**src/rtl/sbg_pkg.sv**
```systemverilog
package sbg_pkg;

   localparam int LFSR_W = 16;
   localparam logic [LFSR_W-1:0] LFSR_INIT = 16'hACE1;

   typedef enum logic [1:0] {
      TRI_ZERO = 2'b00,
      TRI_POS  = 2'b01,
      TRI_NEG  = 2'b11
   } tri_t;

   typedef enum logic {
      BASIS_HAAR  = 1'b0,
      BASIS_WALSH = 1'b1
   } basis_e;

endpackage

```
**src/rtl/sbg_lfsr.sv**
```systemverilog
module sbg_lfsr
   import sbg_pkg::*;
(
   input  logic              clk,
   input  logic              rst_n,
   input  logic              load,
   input  logic [LFSR_W-1:0] seed,
   input  logic              step,
   output logic [LFSR_W-1:0] state
);

   logic feedback;

   assign feedback = state[15] ^ state[13] ^ state[12] ^ state[10];

   always_ff @(posedge clk) begin
      if (!rst_n) begin
         state <= LFSR_INIT;
      end else if (load) begin
         state <= (seed == '0) ? LFSR_W'(1) : seed;
      end else if (step) begin
         state <= {state[LFSR_W-2:0], feedback};
      end
   end

endmodule

```
**src/rtl/sbg_seq.sv**
```systemverilog
module sbg_seq #(
   parameter int N  = 128,
   localparam int IW = $clog2(N)
) (
   input  logic          clk,
   input  logic          rst_n,
   input  logic          launch,
   input  logic          ready,
   output logic          busy,
   output logic [IW-1:0] pos,
   output logic          at_end
);

   localparam logic [IW-1:0] POS_TOP = IW'(N - 1);

   assign at_end = busy && (pos == '0);

   always_ff @(posedge clk) begin
      if (!rst_n) begin
         busy <= 1'b0;
         pos  <= '0;
      end else if (!busy) begin
         if (launch) begin
            busy <= 1'b1;
            pos  <= POS_TOP;
         end
      end else if (ready) begin
         if (pos == '0) begin
            busy <= 1'b0;
         end else begin
            pos <= pos - IW'(1);
         end
      end
   end

endmodule

```
**src/rtl/sbg_elem.sv**
```systemverilog
module sbg_elem
   import sbg_pkg::*;
#(
   parameter int IW = 7
) (
   input  basis_e        basis,
   input  logic [IW-1:0] idx,
   input  logic [IW-1:0] pos,
   output tri_t          code
);

   int            lvl;
   logic [IW-1:0] blk;
   logic [IW-1:0] mask;
   logic          half;
   tri_t          haar_code;
   tri_t          walsh_code;

   always_comb begin
      lvl = 0;
      for (int b = 0; b < IW; b++) begin
         if (idx[b]) lvl = b;
      end
      blk  = pos >> (IW - lvl);
      mask = (IW'(1) << lvl) - IW'(1);
      half = pos[IW-1-lvl];
      if (idx == '0) begin
         haar_code = TRI_POS;
      end else if (blk == (idx & mask)) begin
         haar_code = half ? TRI_NEG : TRI_POS;
      end else begin
         haar_code = TRI_ZERO;
      end
      walsh_code = (^(idx & pos)) ? TRI_NEG : TRI_POS;
   end

   assign code = (basis == BASIS_WALSH) ? walsh_code : haar_code;

endmodule

```
**src/rtl/sbg_gen.sv**
```systemverilog
module sbg_gen
   import sbg_pkg::*;
#(
   parameter int N  = 128,
   localparam int IW = $clog2(N)
) (
   input  logic              clk,
   input  logic              rst_n,
   input  logic              start,
   input  logic              basis_sel,
   input  logic              rand_sel,
   input  logic [IW-1:0]     row_idx,
   input  logic [IW-1:0]     col_idx,
   input  logic              seed_wr,
   input  logic [LFSR_W-1:0] seed_val,
   input  logic              ready,
   output logic              valid,
   output logic              last,
   output logic [1:0]        row_elem,
   output logic [1:0]        col_elem
);

   localparam int AXES = 2;

   if (N < 2 || N > 128 || (N & (N - 1)) != 0) begin : g_bad_n
      $error("sbg_gen: N must be a power of two from 2 to 128");
   end
   if (2 * IW > LFSR_W) begin : g_bad_w
      $error("sbg_gen: LFSR too narrow for two indices");
   end

   logic                     busy;
   logic                     launch;
   logic [IW-1:0]            pos;
   logic                     at_end;
   logic [LFSR_W-1:0]        lfsr_state;
   logic                     unused_lfsr_bits;
   basis_e                   basis_q;
   logic [AXES-1:0][IW-1:0]  idx_q;
   logic [AXES-1:0][IW-1:0]  idx_req;
   logic [AXES-1:0][IW-1:0]  idx_rnd;
   tri_t [AXES-1:0]          code;

   assign launch           = start && !busy;
   assign idx_req[0]       = row_idx;
   assign idx_req[1]       = col_idx;
   assign unused_lfsr_bits = ^lfsr_state;

   for (genvar a = 0; a < AXES; a++) begin : g_rnd
      assign idx_rnd[a] = lfsr_state[a*IW +: IW];
   end

   sbg_lfsr u_lfsr (
      .clk   (clk),
      .rst_n (rst_n),
      .load  (seed_wr),
      .seed  (seed_val),
      .step  (launch && rand_sel),
      .state (lfsr_state)
   );

   sbg_seq #(.N(N)) u_seq (
      .clk    (clk),
      .rst_n  (rst_n),
      .launch (launch),
      .ready  (ready),
      .busy   (busy),
      .pos    (pos),
      .at_end (at_end)
   );

   always_ff @(posedge clk) begin
      if (!rst_n) begin
         basis_q <= BASIS_HAAR;
         idx_q   <= '0;
      end else if (launch) begin
         basis_q <= basis_e'(basis_sel);
         idx_q   <= rand_sel ? idx_rnd : idx_req;
      end
   end

   for (genvar a = 0; a < AXES; a++) begin : g_axis
      sbg_elem #(.IW(IW)) u_elem (
         .basis (basis_q),
         .idx   (idx_q[a]),
         .pos   (pos),
         .code  (code[a])
      );
   end

   assign valid    = busy;
   assign last     = at_end;
   assign row_elem = busy ? code[0] : TRI_ZERO;
   assign col_elem = busy ? code[1] : TRI_ZERO;

endmodule

```
**config.mk**
```make
export PLATFORM = sky130hd
export DESIGN_NAME = sbg_gen
export DESIGN_NICKNAME = d
export VERILOG_FILES = /design/src/rtl/sbg_pkg.sv /design/src/rtl/sbg_lfsr.sv /design/src/rtl/sbg_seq.sv /design/src/rtl/sbg_elem.sv /design/src/rtl/sbg_gen.sv
export SDC_FILE = /design/constraint.sdc
export NUM_CORES = 1
export LEC_CHECK = 0
export ABC_AREA = 1
export CAP_MARGIN = 20
export CORE_UTILIZATION = 40
export DETAILED_ROUTE_END_ITERATION = 10
export PLACE_DENSITY = 0.66
export SYNTH_ARGS = -nofsm -noshare
export SYNTH_HDL_FRONTEND = slang
export SYNTH_HIERARCHICAL = 1
export SYNTH_SLANG_ARGS = --single-unit
```
**constraint.sdc**
```tcl
create_clock -name clk -period 4.2 [get_ports clk]
set_input_delay 1.05 -clock clk [delete_from_list [all_inputs] [get_ports clk]]
set_output_delay 1.05 -clock clk [all_outputs]
set_load 0.01 [all_outputs]
```
=== Word-level counts from Yosys, hierarchy flattened ===
Cells that the tools add are included.

* $add $sub $neg: 7
* Multipliers: 0
* Divide/modulo/power cells: 0
* Magnitude comparators: 2
* Eq/ne operators: 4
* Shift-type cells: 4
* Muxes and demuxes: 42
* Bitwise logic cells: 7
* Reductions and logical operators: 13

{| class="wikitable"
|+ Operators with widths
! operator !! number
|-
| $mux 32 || 10
|-
| $sub 4x32->32 const A || 4
|-
| $lt 32x5->1 const B || 2
|-
| $shl 1x32->7 const A || 2
|-
| $shr 7x32->7 || 2
|-
| $mux 16 || 3
|-
| $and 7x7->7 || 4
|-
| $mux 7 || 4
|-
| $mux 2 || 12
|-
| $logic_not 7->1 || 3
|-
| $logic_not 16->1 || 1
|-
| $eq 7x7->1 || 2
|-
| $mux 14 || 1
|-
| $reduce_xor 7->1 || 2
|-
| $sub 7x2->7 const B || 2
|-
| $mux 1 || 10
|-
| $sub 7x1->7 const B || 1
|-
| $bmux 1 s3 || 2
|-
| $ne 2x2->1 const B || 2
|-
| $reduce_bool 2->1 || 2
|-
| $logic_and 1x1->1 || 3
|-
| $reduce_and 3->1 || 1
|-
| $xor 1x1->1 || 3
|-
| $logic_not 1->1 || 1
|}

* Register bits after elaboration: 39
* Bits in latches: 0
* Memory bits (writable): 0
* Memory bits (read-only): 0
* Input port bits: 37
* Logic and storage cells: 85
* Memories kept: 0

=== Depth between registers and ports, before layout ===
Gate-level depths: netlist of the first run.

* Depth after elaboration: 15
* Depth in mapped cells: 23
* Mapped depth without buffers: 23

=== By module ===
The synthesis of the first run kept the hierarchy.

{| class="wikitable"
|+ By module, submodules not included
! module !! times used !! cells an instance !! area an instance (µm²) !! sequential area each (µm²)
|-
| sbg_elem || 2 || 144 || 777.0 || 0.0
|-
| sbg_gen || 1 || 163 || 907.1 || 300.3
|-
| sbg_lfsr || 1 || 125 || 867.1 || 320.3
|-
| sbg_seq || 1 || 73 || 519.2 || 160.2
|}

=== Worst setup path after synthesis of the first run ===
Ideal clock, no wire load.

* Kind: reg-to-output
* From: register idx_q[12] (netlist name)
* To: output col_elem[1]
* Arrival time: 2159 ps
* Required time: 3150 ps
* Slack: 991 ps
* Cell stages (with the launch flop): 20
* Buffers on the path: 0
* Cells stage by stage: dfxtp_1 > nor2_4 > nand2_2 > nand2_2 > inv_2 > ha_1 > inv_1 > nor2_1 > inv_1 > ha_1 > inv_1 > o21ai_0 > a21o_1 > nand3_1 > nand2_1 > nor2_1 > nand3_1 > nand2_1 > nand2_1 > inv_1

{| class="wikitable"
|+ RTL lines
! item !! RTL line !! RTL
|-
| from (decl) || sbg_gen.sv:39 || <nowiki>logic [AXES-1:0][IW-1:0] idx_q;</nowiki>
|-
| from (signal assigned) || sbg_gen.sv:78 || <nowiki>idx_q <= rand_sel ? idx_rnd : idx_req;</nowiki>
|-
| to (decl) || sbg_gen.sv:20 || <nowiki>output logic [1:0] col_elem</nowiki>
|}

==> run summary, run 1 <==
GRT
--------------------------------------------------------------------------------------------------------
Global route total overflow ...............................................................            0
Pin count of the biggest net entering global routing ......................................           29
Initial antenna violation count ...........................................................            0
All-layer global routing usage ............................................................       20.65%
Wire length of the first global-routing pass ..............................................    16,700 um
Vias in the first global route ............................................................        3,644

SYNTH
--------------------------------------------------------------------------------------------------------
Largest family of logic cells by synthesized area ......................................... simple AND/OR/NAND/NOR gates
Mux cell area share after synthesis .......................................................           0%
Number of library cell types mapped by synthesis ..........................................           41
Count of flip-flops with a built-in enable after synthesis ................................            0
Synth Register Bits .......................................................................           39
Post-synthesis share of cell area spent on full adders, half adders and majority gates ....       4.553%
Xor/xnor share of the synthesized area ....................................................       3.187%
Netlist area before placement .............................................................   3847 sq um
Mean instance size in the synthesized netlist .............................................  5.928 sq um
Syn Nets ..................................................................................          700
Part of the Yosys area used for sequential elements .......................................       20.29%
Area fraction in compound gates after synthesis ...........................................       9.724%
Synth Instances ...........................................................................          649
Async set-or-reset flop fraction in the synthesized netlist ...............................           0%
Area fraction in and, or, nand and nor cells after synthesis ..............................       49.11%
Yosys warning total .......................................................................            6
Most used flip-flop cell after synthesis ..................................................      dfxtp_1

FLOORPLANNING
--------------------------------------------------------------------------------------------------------
Area of the die ........................................................................... 10,020 sq um
Overall die width .........................................................................     100.1 um
Core box area .............................................................................   9284 sq um
DIE HEIGHT ................................................................................     100.1 um
Site Rows .................................................................................           35
Initial core utilization ..................................................................       41.44%
Number of I/O pins ........................................................................           43

CRITICAL PATH
--------------------------------------------------------------------------------------------------------
CP Class ..................................................................................   reg -> out
Setup crit end kind .......................................................................   output pin
Worst Path Required .......................................................................      3.15 ns
Cell with the biggest individual delay on the critical path ...............................      dfxtp_1
Worst-path fanout max .....................................................................            9
Crit path DAT .............................................................................      2.75 ns
Kind of cell adding the most delay to the critical path ................................... simple AND/OR/NAND/NOR gates
Kind of launch point of the worst setup path ..............................................    flip-flop
Worst path max stage delay ................................................................      0.34 ns
Most common cell type on the critical path ................................................        inv_1
Cell-by-cell trace of the critical path ................................................... inv_1 > nand2_1 > nand2_2 > nand2_4 > inv_2 > ha_2 > inv_1 > nor2_1 > inv_1 > ha_1 > inv_1 > o21ai_0 > a21o_1 > nand3_1 > nand2_1 > nor2_2 > nand3_1 > nand2_1 > nand2_1 > inv_1 > dlymetal6s2s_1
Critical path buffers and inverters .......................................................            7

ROUTING
--------------------------------------------------------------------------------------------------------
Via count .................................................................................        3,966
DRC viols .................................................................................            0
Wire per inst .............................................................................     12.09 um
Via density per instance ..................................................................        4.819
Remaining antenna violation count after routing ...........................................            0
Total wirelength of the detailed-routed design ............................................      9952 um
First-pass detailed-route iteration total .................................................            7
Detailed router's first-iteration violation count .........................................          202

TIMING
--------------------------------------------------------------------------------------------------------
Worst Setup Slack, final ..................................................................    0.4029 ns
Shortest period the worst path allows .....................................................     3.797 ns
Hold violation total from the final report ................................................            0
Top achievable clock speed ................................................................    263.4 MHz
Setup repair after global routing missed its margin .......................................        false
WHS .......................................................................................    0.5047 ns
Fraction of the cycle the final worst path needs ..........................................       90.41%
Number of max-slew violations in the final report .........................................            0
Max Clock Skew ............................................................................  0.009246 ns
Number of failing setup endpoints in the final timing report ..............................            0
Relative slew slack .......................................................................       47.48%
Transition time of the tightest slew-check pin ............................................    0.7853 ns
Setup Total Neg Slack .....................................................................         0 ns

CTS
--------------------------------------------------------------------------------------------------------
Post-CTS clock slew at the launch and capture registers of the worst setup and hold paths .      0.08 ns
Number of hold buffers added after CTS ....................................................            0
Maximum buffer depth of the clock tree ....................................................            2
CTS buffer count ..........................................................................            5
Clock tree root driver cell ...............................................................     clkbuf_8
Clock tree from TritonCTS .................................................................         done
Worst-Skew Late Latency ...................................................................      0.29 ns
Clock sink count ..........................................................................           39
H-tree depth reported by CTS ..............................................................            2

FINISH
--------------------------------------------------------------------------------------------------------
End-of-flow core utilization ..............................................................       48.57%
Non-filler instance count after layout ....................................................          823
Post-synthesis to final-layout area growth ................................................       17.20%
Ratio of cells with drive above 1 in the final layout .....................................       11.67%
Total area of sequential cells ............................................................  787.0 sq um
Filler Cells Inserted .....................................................................        1,010
Most frequent cells in the layout ......................................................... nand2_1, inv_1, nor2_1
Antenna diode count .......................................................................            0
Leading cell type in the layout, fill and taps excluded ...................................      nand2_1
Final standard cell area without fillers ..................................................   4509 sq um
Net count reported at finish ..............................................................          744
Multi-input gate area .....................................................................   2576 sq um

RUN
--------------------------------------------------------------------------------------------------------
Max_cap viols .............................................................................            0

PLACE
--------------------------------------------------------------------------------------------------------
# placed instances ........................................................................          814
Area after detailed placement .............................................................   4364 sq um
DP HPWL ...................................................................................      7739 um
Worst slack at placement ..................................................................    0.2247 ns
Routability cong. .........................................................................       0.9635
Number of buffers added on ports ..........................................................           42

POWER
--------------------------------------------------------------------------------------------------------
Total power draw ..........................................................................     1.456 mW
PwrDens ................................................................................... 322.9 nW/um^2
Maximum vdd ir drop .......................................................................    0.1705 mV
Leakage power .............................................................................     2.297 nW

MIN PATH
--------------------------------------------------------------------------------------------------------
Hold Path Class ...........................................................................   reg -> reg

OUTCOME
--------------------------------------------------------------------------------------------------------
Run status ................................................................................    completed

## worst paths after layout
path | from | to | slack [ns] | cells after the start
setup / recovery | idx_q[3]$_SDFFE_PN0P_ | row_elem[1] | 0.40 | 21
hold / removal | u_lfsr/state[11]$_SDFFE_PN1P_ | u_lfsr/state[12]$_SDFFE_PN0P_ | 0.50 | 2
setup reg to reg | u_seq/busy$_SDFF_PN0_ | u_lfsr/state[9]$_SDFFE_PN0P_ | 2.23 | 8
hold reg to reg | u_lfsr/state[11]$_SDFFE_PN1P_ | u_lfsr/state[12]$_SDFFE_PN0P_ | 0.50 | 2
## registers in the layout, summed over array words and instances, names as in the netlist
signal        cells
u_lfsr/state     16
idx_q            14
u_seq/pos         7
basis_q           1
u_seq/busy        1
## timing repair
item | 4_1_cts | 5_1_grt
setup endpoints to repair | 4 | 4
pin swaps | 0 | 1
endpoints found under the hold margin | 0 | 0
setup buffers | 0 | 1
resized for setup | 10 | 5
cloned | 0 | 0
## worst min-delay path, delay by kind of cell, from the launching register on
kind,cells,cell delay (ns)
AND/OR/NAND/NOR,1,0.07
AO/OA/AOI/OAI,1,0.07
flip-flops,1,0.33
## cell families (layout without fill, tap and decap cells)
family	Yosys count	in the layout
XOR/XNOR	14	14
AO/OA/AOI/OAI	56	56
adder cells (fa/ha/maj)	14	14
AND/OR/NAND/NOR	414	414
flip-flops	39	39
buffers and inverters	112	157
## per-layer routing
layer	share of wire, %	track usage [%]	vias to the layer above
li1	-	-	2116
met1	46	26.33	1736
met2	48	36.50	101
met3	4.6	3.064	13
met4	1.6	5.240	0
met5	0	0	-
## where the power goes
part	switching, mW	internal (mW)	leakage, nW	total [mW]
registers	0.0701	0.408	0.326	0.478
logic	0.424	0.273	1.92	0.697
clock network	0.131	0.149	0.0505	0.281
## Yosys cell counts, types with 2 or more instances
library cell	n	area share, %
nand2_1	221	22
inv_1	84	8.2
nor2_1	71	6.9
nand3_1	66	8.6
dfxtp_1	39	20
a21oi_1	20	2.6
ha_1	14	4.6
inv_2	11	1.1
nor3_1	10	1.3
o21ai_0	10	1.3
xnor2_1	10	2.3
nand2_2	9	1.5
nand3b_1	8	1.6
nand2_4	7	2.0
buf_6	6	1.8
nand4_1	6	0.98
nor2_2	5	0.81
o211ai_1	5	0.98
buf_2	4	0.52
nor2_4	4	1.2
o21ai_2	4	0.91
xor2_1	4	0.91
buf_4	3	0.59
o21ai_1	3	0.39
a21boi_0	2	0.39
a21o_1	2	0.39
a31oi_1	2	0.33
inv_6	2	0.46
nand2_8	2	1.0
nand3_2	2	0.52
o211ai_2	2	0.65
o31ai_2	2	0.65
## cell type report
type | count | share of cell area (%)
Clock buffer | 7 | 2.137
Clock inverter | 1 | 0.1665
Inverter | 98 | 8.491
Multi-Input combinational cell | 498 | 57.13
Sequential cell | 39 | 17.45
Tap cell | 129 | 3.579
Timing Repair Buffer | 51 | 11.04
Power figures use the tool's default switching activity.
==> run 2: changes to the inputs <==
--- a/config.mk
+++ b/config.mk
@@ -7,9 +7,9 @@
 export LEC_CHECK = 0
 export ABC_AREA = 1
 export CAP_MARGIN = 20
-export CORE_UTILIZATION = 40
+export CORE_UTILIZATION = 35
 export DETAILED_ROUTE_END_ITERATION = 10
-export PLACE_DENSITY = 0.66
+export PLACE_DENSITY = 0.6
 export SYNTH_ARGS = -nofsm -noshare
 export SYNTH_HDL_FRONTEND = slang
 export SYNTH_HIERARCHICAL = 1
==> constraint.sdc (replaced) <==
create_clock -name clk -period 4.2 [get_ports clk]
set_input_delay 0.42 -clock clk [delete_from_list [all_inputs] [get_ports clk]]
set_output_delay 0.42 -clock clk [all_outputs]
set_load 0.01 [all_outputs]
==> run 2 against run 1 <==
Compared with the run above:
- sequential share of layout area grew 0.16 points
- global-route usage shrank 1.9 points
- utilization shrank 6.4 points
- highest routed layer unchanged
==> run summary, run 2 (same netlist as run 1, synthesis figures left out) <==
OUTCOME
--------------------------------------------------------------------------------------------------------
Run status ................................................................................    completed

ROUTING
--------------------------------------------------------------------------------------------------------
Via count .................................................................................        3,924   -1.1%
First-pass detailed-route iteration total .................................................            4   -3
Remaining antenna violation count after routing ...........................................            0   unchanged
Detailed router's first-iteration violation count .........................................          217   +7.4%
Via density per instance ..................................................................        4.774   -0.94%
Total wirelength of the detailed-routed design ............................................    10,090 um   +1.3%
DRC viols .................................................................................            0   unchanged
Wire per inst .............................................................................     12.27 um   +1.5%

CTS
--------------------------------------------------------------------------------------------------------
H-tree depth reported by CTS ..............................................................            2   unchanged
Maximum buffer depth of the clock tree ....................................................            2   unchanged
Clock tree from TritonCTS .................................................................         done
Clock tree root driver cell ...............................................................     clkbuf_8
Worst-Skew Late Latency ...................................................................      0.29 ns   about the same
Clock sink count ..........................................................................           39   unchanged
Post-CTS sizing ...........................................................................            0   -10
Number of hold buffers added after CTS ....................................................            0   unchanged
Post-CTS Setup Repair Bufs ................................................................            0   unchanged
CTS buffer count ..........................................................................            5   unchanged
Post-CTS clock slew at the launch and capture registers of the worst setup and hold paths .      0.08 ns   about the same

FINISH
--------------------------------------------------------------------------------------------------------
Leading cell type in the layout, fill and taps excluded ...................................      nand2_1
Registers with the highest flip-flop counts ............................................... u_lfsr/state x16, idx_q x14, u_seq/pos x7
Antenna diode count .......................................................................            0   unchanged
Flip-flop count of the largest register after layout ......................................           16   unchanged
Net count reported at finish ..............................................................          736   -1.1%
Non-filler instance count after layout ....................................................          822   -0.12%
Filler Cells Inserted .....................................................................        1,132   +12%
Total area of sequential cells ............................................................  780.7 sq um   -0.79%
Multi-input gate area .....................................................................   2561 sq um   -0.58%
Register with the most flip-flops ......................................................... u_lfsr/state
Post-synthesis to final-layout area growth ................................................       15.22%
Ratio of cells with drive above 1 in the final layout .....................................       9.329%   -2.3 points
Most frequent cells in the layout ......................................................... nand2_1, inv_1, nor2_1

CRITICAL PATH
--------------------------------------------------------------------------------------------------------
Register-to-register setup slack ..........................................................      1.98 ns   -0.25 ns
Worst path max stage delay ................................................................      0.53 ns   +0.19 ns
Crit path DAT .............................................................................      3.33 ns   +0.58 ns
Kind of cell adding the most delay to the critical path ................................... buffers and inverters
Cell-by-cell trace of the critical path ................................................... inv_2 > nand2_2 > inv_2 > ha_1 > inv_1 > nor2_1 > inv_1 > ha_1 > inv_1 > o21ai_0 > a21o_1 > nand3_1 > nand2_1 > nor2_1 > nand3_1 > nand2_1 > nand2_1 > inv_1 > clkdlybuf4s50_1
Worst-path fanout max .....................................................................           12   +3
Most common cell type on the critical path ................................................        inv_1
Critical path buffers and inverters .......................................................            7   unchanged
CP Class ..................................................................................   reg -> out
Worst Path Required .......................................................................      3.78 ns   +0.63 ns
Reg2reg start ............................................................................. u_seq/busy$_SDFF_PN0_
Cell with the biggest individual delay on the critical path ............................... clkdlybuf4s50_1
Kind of launch point of the worst setup path ..............................................    flip-flop
Setup crit end kind .......................................................................   output pin
Number of cells on the worst reg-to-reg path ..............................................            6   -2
Endpoint of the most critical register-to-register path ................................... u_lfsr/state[9]$_SDFFE_PN0P_

PLACE
--------------------------------------------------------------------------------------------------------
DP HPWL ...................................................................................      7930 um   +2.5%
# placed instances ........................................................................          814   unchanged
Routability cong. .........................................................................       0.8551   -11%
Number of buffers added on ports ..........................................................           42   unchanged

TIMING
--------------------------------------------------------------------------------------------------------
Max Clock Skew ............................................................................  0.007359 ns   -0.001888 ns
Transition time of the tightest slew-check pin ............................................    0.9364 ns   +0.1511 ns
Relative slew slack .......................................................................       37.34%   -10 points
Setup repair after global routing missed its margin .......................................        false
Number of failing setup endpoints in the final timing report ..............................            0   unchanged
Number of max-slew violations in the final report .........................................            0   unchanged
Setup Total Neg Slack .....................................................................         0 ns   unchanged
Hold violation total from the final report ................................................            0   unchanged
Fraction of the cycle the final worst path needs ..........................................       89.23%   -1.2 points
Top achievable clock speed ................................................................    266.8 MHz   +1.3%
Shortest period the worst path allows .....................................................     3.748 ns   -0.04954 ns

MIN PATH
--------------------------------------------------------------------------------------------------------
Destination of the worst hold path ........................................................ u_lfsr/state[5]$_SDFFE_PN1P_
Hold Path Class ...........................................................................   reg -> reg
Launch point of the worst hold path ....................................................... u_lfsr/state[5]$_SDFFE_PN1P_
Worst Hold Depth ..........................................................................            1   -1

GRT
--------------------------------------------------------------------------------------------------------
Wire length of the first global-routing pass ..............................................    17,430 um   +4.4%
All-layer global routing usage ............................................................       18.80%   -1.9 points
Global route total overflow ...............................................................            0   unchanged
Pin count of the biggest net entering global routing ......................................           20   -31%
Vias in the first global route ............................................................        3,751   +2.9%
Initial antenna violation count ...........................................................            0   unchanged

POWER
--------------------------------------------------------------------------------------------------------
Total power draw ..........................................................................     1.465 mW   +0.62%
Sequential share of power .................................................................        32.8%   about the same
Share of total power consumed by net switching ............................................       42.31%   -0.64 points
Part of the power in combinational logic ..................................................        46.1%   -1.8 points
Internal cell power .......................................................................    0.8451 mW   +1.8%
PwrDens ................................................................................... 330.5 nW/um^2   +2.4%
Maximum vdd ir drop .......................................................................    0.1845 mV   +8.2%
Leakage power .............................................................................     2.195 nW   -4.5%
Portion of total power attributed to the clock network ....................................        21.1%   +1.8 points
Net Switching .............................................................................    0.6198 mW   -0.89%

FLOORPLANNING
--------------------------------------------------------------------------------------------------------
Area of the die ........................................................................... 11,420 sq um   +14%
Initial core utilization ..................................................................       36.61%   -4.8 points
Core box area ............................................................................. 10,510 sq um   +13%
Number of I/O pins ........................................................................           43   unchanged
Site Rows .................................................................................           37   +5.7%
DIE HEIGHT ................................................................................     106.8 um   +6.8%
Overall die width .........................................................................     106.8 um   +6.8%

RUN
--------------------------------------------------------------------------------------------------------
Max_cap viols .............................................................................            0   unchanged

run 2: cell types whose count changed in the layout (fill, tap and decap cells not counted), moves of 4 or more:
cell,delta
clkdlybuf4s50_1,+4
dfxtp_1,+5
dlymetal6s2s_1,-4
buf_4,-8
dfxtp_2,-5
run 2: routing by layer:
metal / wire length [um] / track usage, % / vias to the layer above
li1: - / - / 2097
met1: 4854 / 24.61 / 1744
met2: 4795 / 33.87 / 76
met3: 362 / 1.641 / 7
met4: 73 / 2.935 / 0
met5: 0 / 0 / -
run 2: worst max-delay path by stage:
stage,end,start,slack [ns],depth (start not counted)
floorplan,col_elem[1],idx_q[12]$_SDFFE_PN0P_,1.62,19
global placement,col_elem[1],idx_q[13]$_SDFFE_PN0P_,0.88,19
detailed placement,row_elem[1],idx_q[6]$_SDFFE_PN0P_,0.76,19
CTS,row_elem[1],idx_q[6]$_SDFFE_PN0P_,0.42,19
global route,row_elem[1],idx_q[6]$_SDFFE_PN0P_,0.16,19
finish,row_elem[1],idx_q[6]$_SDFFE_PN0P_,0.45,19
run 2: final cells by class:
type / count / area share, %
Tap cell: 136 / 3.839
Multi-Input combinational cell: 498 / 57.78
Timing Repair Buffer: 43 / 9.653
Clock buffer: 5 / 1.552
Sequential cell: 39 / 17.61
Inverter: 98 / 8.580
Clock inverter: 3 / 0.9879
run 2: power groups by stage:
stage	clock network (mW)	logic, mW	registers [mW]
after global routing	0.335	0.771	0.489
after floorplan	0	0.534	0.459
after detailed placement	0	0.673	0.490
after CTS	0.318	0.677	0.481
after global placement	0	0.664	0.488
final	0.309	0.675	0.481
run 2: worst reg2reg max path: stages (launching register included):
cell and delay (ns):
dfxtp_1 0.55, inv_2 0.17, nand2_4 0.14, nor2_1 0.75, inv_1 0.23, nor3_1 0.20, nor3_1 0.08
run 2: stage by stage:
step / worst slack (ns) / cell area [sq um] / util [%] / hold WS (ns)
2_1_floorplan: 1.621 / 3847 / - / 0.4598
3_3_place_gp: 0.8766 / 4320 / 41.11 / 0.4849
3_5_place_dp: 0.7575 / 4320 / 41.11 / 0.4978
4_1_cts: 0.4234 / 4433 / 42.18 / 0.5107
5_1_grt: 0.1630 / 4433 / 42.18 / 0.5413
6_report: 0.4524 / 4433 / 42.18 / 0.5071
